==> src/rtl/ser_pkg.sv <==
package ser_pkg;
  localparam int unsigned DEF_CHUNK_W  = 64;
  localparam int unsigned DEF_N_CHUNKS = 8;

  // Number of shift strobes that unload a full vector.
  function automatic int unsigned shifts_per_vector(input int unsigned n_chunks);
    return n_chunks - 1;
  endfunction
endpackage

==> src/rtl/result_buffer.sv <==
module result_buffer #(
  parameter int unsigned DATA_W = 512
) (
  input  logic              clk,
  input  logic              rst_n,
  input  logic              cap_i,
  input  logic [DATA_W-1:0] y_i,
  output logic [DATA_W-1:0] buf_o
);
  always_ff @(posedge clk) begin
    if (!rst_n)     buf_o <= '0;
    else if (cap_i) buf_o <= y_i;
  end

  p_capture_r2: assert property (@(posedge clk) disable iff (!rst_n)
    cap_i |=> (buf_o == $past(y_i)));
  p_keep_r2: assert property (@(posedge clk) disable iff (!rst_n)
    !cap_i |=> $stable(buf_o));
endmodule

==> src/rtl/chunk_shifter.sv <==
module chunk_shifter #(
  parameter int unsigned CHUNK_W  = 64,
  parameter int unsigned N_CHUNKS = 8,
  localparam int unsigned DATA_W  = CHUNK_W * N_CHUNKS,
  localparam int unsigned IDX_W   = $clog2(N_CHUNKS)
) (
  input  logic               clk,
  input  logic               rst_n,
  input  logic               load_i,
  input  logic               shift_i,
  input  logic [DATA_W-1:0]  buf_i,
  output logic [CHUNK_W-1:0] front_o,
  output logic               final_o
);
  localparam logic [IDX_W-1:0] LAST = IDX_W'(N_CHUNKS - 1);

  logic [DATA_W-1:0] sreg_q;
  logic [IDX_W-1:0]  idx_q;

  function automatic logic [IDX_W-1:0] next_idx(input logic [IDX_W-1:0] i);
    return (i == LAST) ? i : i + 1'b1;
  endfunction

  always_ff @(posedge clk) begin
    if (!rst_n) begin
      sreg_q <= '0;
      idx_q  <= '0;
    end else if (load_i) begin
      sreg_q <= buf_i;
      idx_q  <= '0;
    end else if (shift_i) begin
      sreg_q <= {sreg_q[DATA_W-CHUNK_W-1:0], {CHUNK_W{1'b0}}};
      idx_q  <= next_idx(idx_q);
    end
  end

  assign front_o = sreg_q[DATA_W-1 -: CHUNK_W];
  assign final_o = (idx_q == LAST);

  p_load_front_r3: assert property (@(posedge clk) disable iff (!rst_n)
    load_i |=> (front_o == $past(buf_i[DATA_W-1 -: CHUNK_W])));
  p_load_clears_final_r7: assert property (@(posedge clk) disable iff (!rst_n)
    load_i |=> !final_o);
  p_shift_next_r6: assert property (@(posedge clk) disable iff (!rst_n)
    (shift_i && !load_i) |=> (front_o == $past(sreg_q[DATA_W-CHUNK_W-1 -: CHUNK_W])));
endmodule

==> src/rtl/rv_out_stage.sv <==
module rv_out_stage #(
  parameter int unsigned CHUNK_W = 64
) (
  input  logic               clk,
  input  logic               rst_n,
  input  logic               valid_i,
  input  logic               ready_i,
  input  logic [CHUNK_W-1:0] front_i,
  output logic [CHUNK_W-1:0] data_o,
  output logic               done_o
);
  logic hs;
  assign hs = valid_i && ready_i;

  always_ff @(posedge clk) begin
    if (!rst_n) begin
      data_o <= '0;
      done_o <= 1'b0;
    end else begin
      done_o <= hs;
      if (hs) data_o <= front_i;
    end
  end

  p_done_after_hs_r4: assert property (@(posedge clk) disable iff (!rst_n)
    hs |=> (done_o && data_o == $past(front_i)));
  p_no_done_r4: assert property (@(posedge clk) disable iff (!rst_n)
    !hs |=> !done_o);
  p_hold_data_r5: assert property (@(posedge clk) disable iff (!rst_n)
    (valid_i && !ready_i) |=> $stable(data_o));
endmodule

==> src/rtl/shift_counter.sv <==
module shift_counter #(
  parameter int unsigned LIMIT = 7,
  localparam int unsigned CNT_W = $clog2(LIMIT + 1)
) (
  input  logic clk,
  input  logic rst_n,
  input  logic en_i,
  output logic done_o
);
  localparam logic [CNT_W-1:0] TOP = CNT_W'(LIMIT - 1);
  logic [CNT_W-1:0] cnt_q;
  logic             wrap;

  assign wrap = en_i && (cnt_q == TOP);

  always_ff @(posedge clk) begin
    if (!rst_n) begin
      cnt_q  <= '0;
      done_o <= 1'b0;
    end else begin
      done_o <= wrap;
      if (wrap)      cnt_q <= '0;
      else if (en_i) cnt_q <= cnt_q + 1'b1;
    end
  end

  p_hold_r8: assert property (@(posedge clk) disable iff (!rst_n)
    !en_i |=> $stable(cnt_q));
  p_single_pulse_r8: assert property (@(posedge clk) disable iff (!rst_n)
    done_o |=> !done_o);
  p_wrap_zero_r8: assert property (@(posedge clk) disable iff (!rst_n)
    done_o |-> (cnt_q == '0));
endmodule

==> src/rtl/wide_result_serializer.sv <==
module wide_result_serializer #(
  parameter int unsigned CHUNK_W  = ser_pkg::DEF_CHUNK_W,
  parameter int unsigned N_CHUNKS = ser_pkg::DEF_N_CHUNKS,
  localparam int unsigned DATA_W  = CHUNK_W * N_CHUNKS
) (
  input  logic               clk,
  input  logic               rst_n,
  input  logic [DATA_W-1:0]  y_i,
  input  logic               cap_i,
  input  logic               load_i,
  input  logic               shift_i,
  input  logic               dst_valid_i,
  input  logic               src_ready_i,
  output logic [CHUNK_W-1:0] data_o,
  output logic               xfer_done_o,
  output logic               final_o,
  output logic               all_shifted_o
);
  logic [DATA_W-1:0]  buf_w;
  logic [CHUNK_W-1:0] front_w;

  result_buffer #(.DATA_W(DATA_W)) u_buf (
    .clk(clk), .rst_n(rst_n), .cap_i(cap_i), .y_i(y_i), .buf_o(buf_w));

  chunk_shifter #(.CHUNK_W(CHUNK_W), .N_CHUNKS(N_CHUNKS)) u_shf (
    .clk(clk), .rst_n(rst_n), .load_i(load_i), .shift_i(shift_i),
    .buf_i(buf_w), .front_o(front_w), .final_o(final_o));

  rv_out_stage #(.CHUNK_W(CHUNK_W)) u_rv (
    .clk(clk), .rst_n(rst_n), .valid_i(dst_valid_i), .ready_i(src_ready_i),
    .front_i(front_w), .data_o(data_o), .done_o(xfer_done_o));

  shift_counter #(.LIMIT(ser_pkg::shifts_per_vector(N_CHUNKS))) u_cnt (
    .clk(clk), .rst_n(rst_n), .en_i(shift_i), .done_o(all_shifted_o));

  p_reset_quiet_r1: assert property (@(posedge clk)
    !rst_n |=> (!xfer_done_o && !all_shifted_o && !final_o && data_o == '0));
endmodule

==> config.mk <==
export PLATFORM = sky130hd
export DESIGN_NAME = wide_result_serializer
export DESIGN_NICKNAME = d
export VERILOG_FILES = /design/src/rtl/ser_pkg.sv /design/src/rtl/result_buffer.sv /design/src/rtl/chunk_shifter.sv /design/src/rtl/rv_out_stage.sv /design/src/rtl/shift_counter.sv /design/src/rtl/wide_result_serializer.sv
export SDC_FILE = /design/constraint.sdc
export NUM_CORES = 2
export LEC_CHECK = 0
export BUFFER_PORTS_ARGS = -buffer_cell sky130_fd_sc_hd__buf_2
export CORE_UTILIZATION = 60
export DETAILED_ROUTE_END_ITERATION = 7
export PLACE_DENSITY = 0.85
export RECOVER_POWER = 50
export SETUP_SLACK_MARGIN = 0.5
export SLEW_MARGIN = 15
export SYNTH_ARGS = -nofsm -noshare
export SYNTH_HDL_FRONTEND = slang
export SYNTH_HIERARCHICAL = 1
export SYNTH_SLANG_ARGS = --single-unit
==> constraint.sdc <==
create_clock -name clk -period 3.4 [get_ports clk]
set_input_delay 0.17 -clock clk [delete_from_list [all_inputs] [get_ports clk]]
set_output_delay 0.17 -clock clk [all_outputs]
set_load 0.05 [all_outputs]
=== Word level (Yosys, flattened, before mapping) ===
Cells that the tools add are included.

* Reductions and logical operators: 6
* Equal/unequal tests: 2
* $add $sub $neg: 2
* Bitwise gates (word level): 2
* Muxes and demuxes: 2

{| class="wikitable"
|+ Operator list
! cell !! number
|-
| 512-bit 2-to-1 mux || 2
|-
| 3-bit by 1-bit adder with 3-bit output (second input constant) || 2
|-
| 3-bit equality test (second input constant) || 2
|-
| 2-bit OR reduction || 2
|-
| 1-bit logical AND || 2
|-
| 1-bit NOT || 2
|-
| 2-bit AND reduction || 1
|-
| 2-bit nonzero test || 1
|}

* Output and inout port bits: 67
* Input bits: 519
* Bits in registers: 1096
* Word-level logic and storage cells: 21

=== Longest topological paths before layout ===
* Word-level depth: 3
* Depth in mapped cells: 6
* Depth with buffers taken out: 5

=== Modules after synthesis ===
Netlist, hierarchy kept.

{| class="wikitable"
|+ Modules (own cells, without submodules)
! module !! area an instance (um^2) !! cells each !! seq. area each (um^2) !! instances
|-
| chunk_shifter || 22419.0 || 2353 || 10309.9 || 1
|-
| result_buffer || 19819.0 || 1650 || 10249.8 || 1
|-
| rv_out_stage || 2720.1 || 294 || 1301.2 || 1
|-
| shift_counter || 183.9 || 18 || 80.1 || 1
|}

=== Worst setup path after synthesis ===
OpenSTA, ideal clock, no wires.

* Path kind: reg2reg
* From: register u_shf.idx_q[0]
* To: register u_shf.idx_q[1]
* Required time: 3.286 ns
* Setup time: 0.114 ns
* Arrival time: 1.421 ns
* Path buffers: 0
* Slack: 1.864 ns
* Clock period less this slack: 1.536 ns
* Cell stages (with the launch flop): 6
* Path through: dfxtp_1 -> ha_1 -> ha_1 -> and2b_1 -> mux2i_1 -> nor2_1

* Cells in the longest elaborated chain, start to end: 3
* Elaborated cells on any way between the ends: 4
* Classes of those cells: 1 x add/sub; 1 x eq/ne; 1 x bitwise; 1 x reduce/logical

{| class="wikitable"
|+ Ends and longest elaborated chain
! what !! line !! source
|-
| start, declared || chunk_shifter.sv:18 || <nowiki>logic [IDX_W-1:0] idx_q;</nowiki>
|-
| start signal, assigned || chunk_shifter.sv:33 || <nowiki>idx_q <= next_idx(idx_q);</nowiki>
|-
| 3-bit equality test || -- ||
|-
| via final_o || wide_result_serializer.sv:16 || <nowiki>output logic final_o,</nowiki>
|-
| 1-bit NOT (no line) || -- ||
|-
| 2-bit AND reduction (no line) || -- ||
|}

The timed path passes the listed nets, and every way through them passes these cells.
A chain may end at the register's enable or synchronous reset.

==> results.json <==
{
  "drt_wl_total_mm": 148,
  "die_y_um": 276,
  "yosys_register_bits": 1096,
  "crit_type": "in -> reg",
  "total_leakage_power_nw": 23.8,
  "port_buffers": 585,
  "clockPowerShare_pct": 41.5,
  "cp-startpoint": "cap_i",
  "first_pass_iters": 5,
  "cts_tree": "done",
  "worstMarginPinSlew_ns": 2.15,
  "clock-sinks": 1096,
  "worstHoldStart": "rst_n",
  "fin_crit_sh_pct": 74.1,
  "timing.fmax_ghz": 0.397,
  "cts.repair.resized": 0,
  "crit_required_ns": 3.89,
  "r2r_start": "u_buf/buf_o[107]",
  "peakVddDrop_uv": 411,
  "syn_area_um2": 45100,
  "hold_ws_ns": 0.0670,
  "ctsHoldBuffers": 512,
  "synth.distinct_cells": 27,
  "hp-class": "in -> reg",
  "fin_ws_ns": 0.880,
  "antenna_found_initial": 32,
  "synth_nets": 4838,
  "cts-root-buf": "clkbuf_16",
  "period_needed_ns": 2.52,
  "slew_headroom_pct": -43.0,
  "cts_buffer_depth": 3,
  "setup_violations": 0,
  "io_pins": 586,
  "numCtsBuffers": 107,
  "grt_use_total_pct": 37.2,
  "initialDrtViolationCount": 3440,
  "fin_setup_tns_ns": 0,
  "intPower_mw": 22.2,
  "clk_pin_slew_ns": 0.07,
  "vias_per_cell": 5.93,
  "syn_to_final_growth_pct": 22.8,
  "grt_max_degree": 130,
  "violations": "capacitance limit, slew limit",
  "synth_cells": 4315,
  "grt_first_pass_wirelength_mm": 219,
  "share_comb_of_total_power_pct": 11.4,
  "status": "complete, but fails checks",
  "regToRegSetupSlack_ns": 1.86,
  "cp.arrival_ns": 3.01,
  "cp-end-kind": "flop",
  "routedWlPerCell_um": 23.7,
  "power_density_nw_per_um2": 541,
  "final_max_slew_viol_count": 223,
  "yosysSeqAreaShare_pct": 48.6,
  "crit_path_end": "u_buf/buf_o[107]",
  "synth_area_per_cell_um2": 10.5,
  "start_util_pct": 60.6,
  "antenna_left": 0,
  "r2r_end": "u_buf/buf_o[107]",
  "drive_above_1_share_pct": 15.7,
  "core_um2": 74400,
  "switching_share_pct": 25.8,
  "grt_pass1_vias": 37100,
  "place_hpwl_mm": 74.0,
  "nNetsFinal": 5669,
  "final.fill_count": 4614,
  "insertion_delay_ns": 0.69,
  "total_power_mw": 30.0,
  "route.detailed.drc": 0,
  "htree_levels": 3,
  "die_w_um": 276,
  "hold_violations": 0,
  "crit_path_max_fanout": 52,
  "die_area_um2": 76300,
  "design_area_um2": 55400,
  "yosysWarnings": 6,
  "grt_overflow": 0,
  "vias": 36900,
  "cts_setup_buffers": 0,
  "placed_area_um2": 46800,
  "num_rows": 100,
  "p_seq_share_pct": 47.1,
  "gp_congestion": 0.834,
  "fin_skew_ns": 0.0336,
  "cap_viol_max_count": 3,
  "rsz0062_at_grt": "false",
  "critPathLaunchType": "input pin",
  "ff2ff_path_depth": 2,
  "p_switching_mw": 7.74,
  "place_ws_ns": 1.40
}
stage by stage:
stage	util [%]	cells
2_1_floorplan	-	4315
3_3_place_gp	62.9	5494
3_5_place_dp	62.9	5494
4_1_cts	74.7	6204
5_1_grt	74.4	6218
6_report	74.4	6229
power groups by stage:
stage          clock, mW  sequential, mW  combinational (mW)
2_1_floorplan          0            14.2                2.09
3_3_place_gp           0            14.3                2.60
3_5_place_dp           0            14.4                2.67
4_1_cts             12.3            14.1                3.16
5_1_grt             13.0            14.2                3.61
6_report            12.4            14.1                3.41
final cells by class:
cell class | instances | area (um^2) | area share, %
diodes | 25 | 62.6 | 0.113
repair buffers | 1162 | 8860 | 16.0
multi-input cells | 2777 | 19700 | 35.5
well taps | 969 | 1210 | 2.19
clock inverters | 36 | 482 | 0.869
clock buffers | 162 | 3150 | 5.69
flip-flops and latches | 1096 | 21900 | 39.6
inverters | 2 | 15.0 | 0.0271
cell usage after synthesis:
library cell  number  area share, %
dfxtp_1         1096             49
mux2i_1          964             21
nor2b_1          578            8.0
a21oi_1          514            5.7
o21ai_0          449            5.0
clkbuf_1         158            1.3
buf_2             93            1.0
buf_4             76            1.3
nand2_1           66           0.55
nand4_1           64           0.89
nor3b_1           64            1.1
buf_6             60            1.5
o21ai_2           60            1.2
buf_12            44            2.0
buf_8              9           0.30
ha_1               4           0.11
o21ai_1            4          0.044
nor2_1             3          0.025
and2_1             1          0.014
and2b_1            1          0.017
and3_1             1          0.014
and4_2             1          0.022
inv_1              1         0.0083
inv_2              1         0.0083
nand3_1            1          0.011
nand4b_1           1          0.019
xnor2_1            1          0.019
flip-flops by register name, summed over array words and instances, names as in the netlist:
signal and count:
u_buf/buf_o 512, u_rv/done_o 1, u_shf/idx_q 3, u_rv/data_o 64, u_cnt/cnt_q 3, u_shf/sreg_q 512
u_cnt/done_o 1
critical path, cell delays in order:
cell and delay, ns:
clkbuf_2 1.49, buf_12 0.42, mux2i_1 0.16, nor2b_1 0.64
kinds of logic (layout without fill, tap and decap cells):
logic type               Yosys count  after routing  synth area share, %
flip-flops                      1096           1096                 48.6
AO/OA/AOI/OAI                   1027           1027                 11.9
buffers and inverters            442           1362                 7.37
multiplexers                     964            964                 21.4
other                              0             25                    0
XOR/XNOR                           1              1               0.0194
adder cells (fa/ha/maj)            4              4                0.111
AND/OR/NAND/NOR                  781            781                 10.6
cell usage in the layout (no fill, tap or decap), drive strengths merged:
master / instances
and3: 1
nor2b: 578
xnor2: 1
mux2i: 964
nand4: 64
and2b: 1
nand4b: 1
a21oi: 514
clkinv: 26
nor2: 3
ha: 4
dfxtp: 1096
bufinv: 8
nor3b: 64
buf: 638
o21ai: 513
dlygate4sd3: 512
clkbuf: 174
and2: 1
and4: 1
inv: 4
nand3: 1
diode: 25
nand2: 66
metal layers:
layer,GRT usage (%),up-vias,wire (um)
met5,0,-,160
met4,30.6,28,13500
met3,9.33,804,10500
met2,62.9,1940,71400
met1,39.2,17400,52300
li1,-,16700,-
worst min-delay path by stage:
| stage | to | slack [ns] | depth (start not counted) |
|---|---|---|---|
| 2_1_floorplan | u_cnt/cnt_q[0] | 0.30 | 1 |
| 3_5_place_dp | u_buf/buf_o[222] | 0.43 | 3 |
| 3_3_place_gp | u_buf/buf_o[273] | 0.43 | 3 |
| 5_1_grt | u_rv/data_o[49] | 0.07 | 3 |
| 4_1_cts | u_shf/sreg_q[47] | 0.05 | 3 |
| 6_report | u_shf/sreg_q[425] | 0.07 | 3 |
No activity file was read; power rests on OpenSTA's default activity.
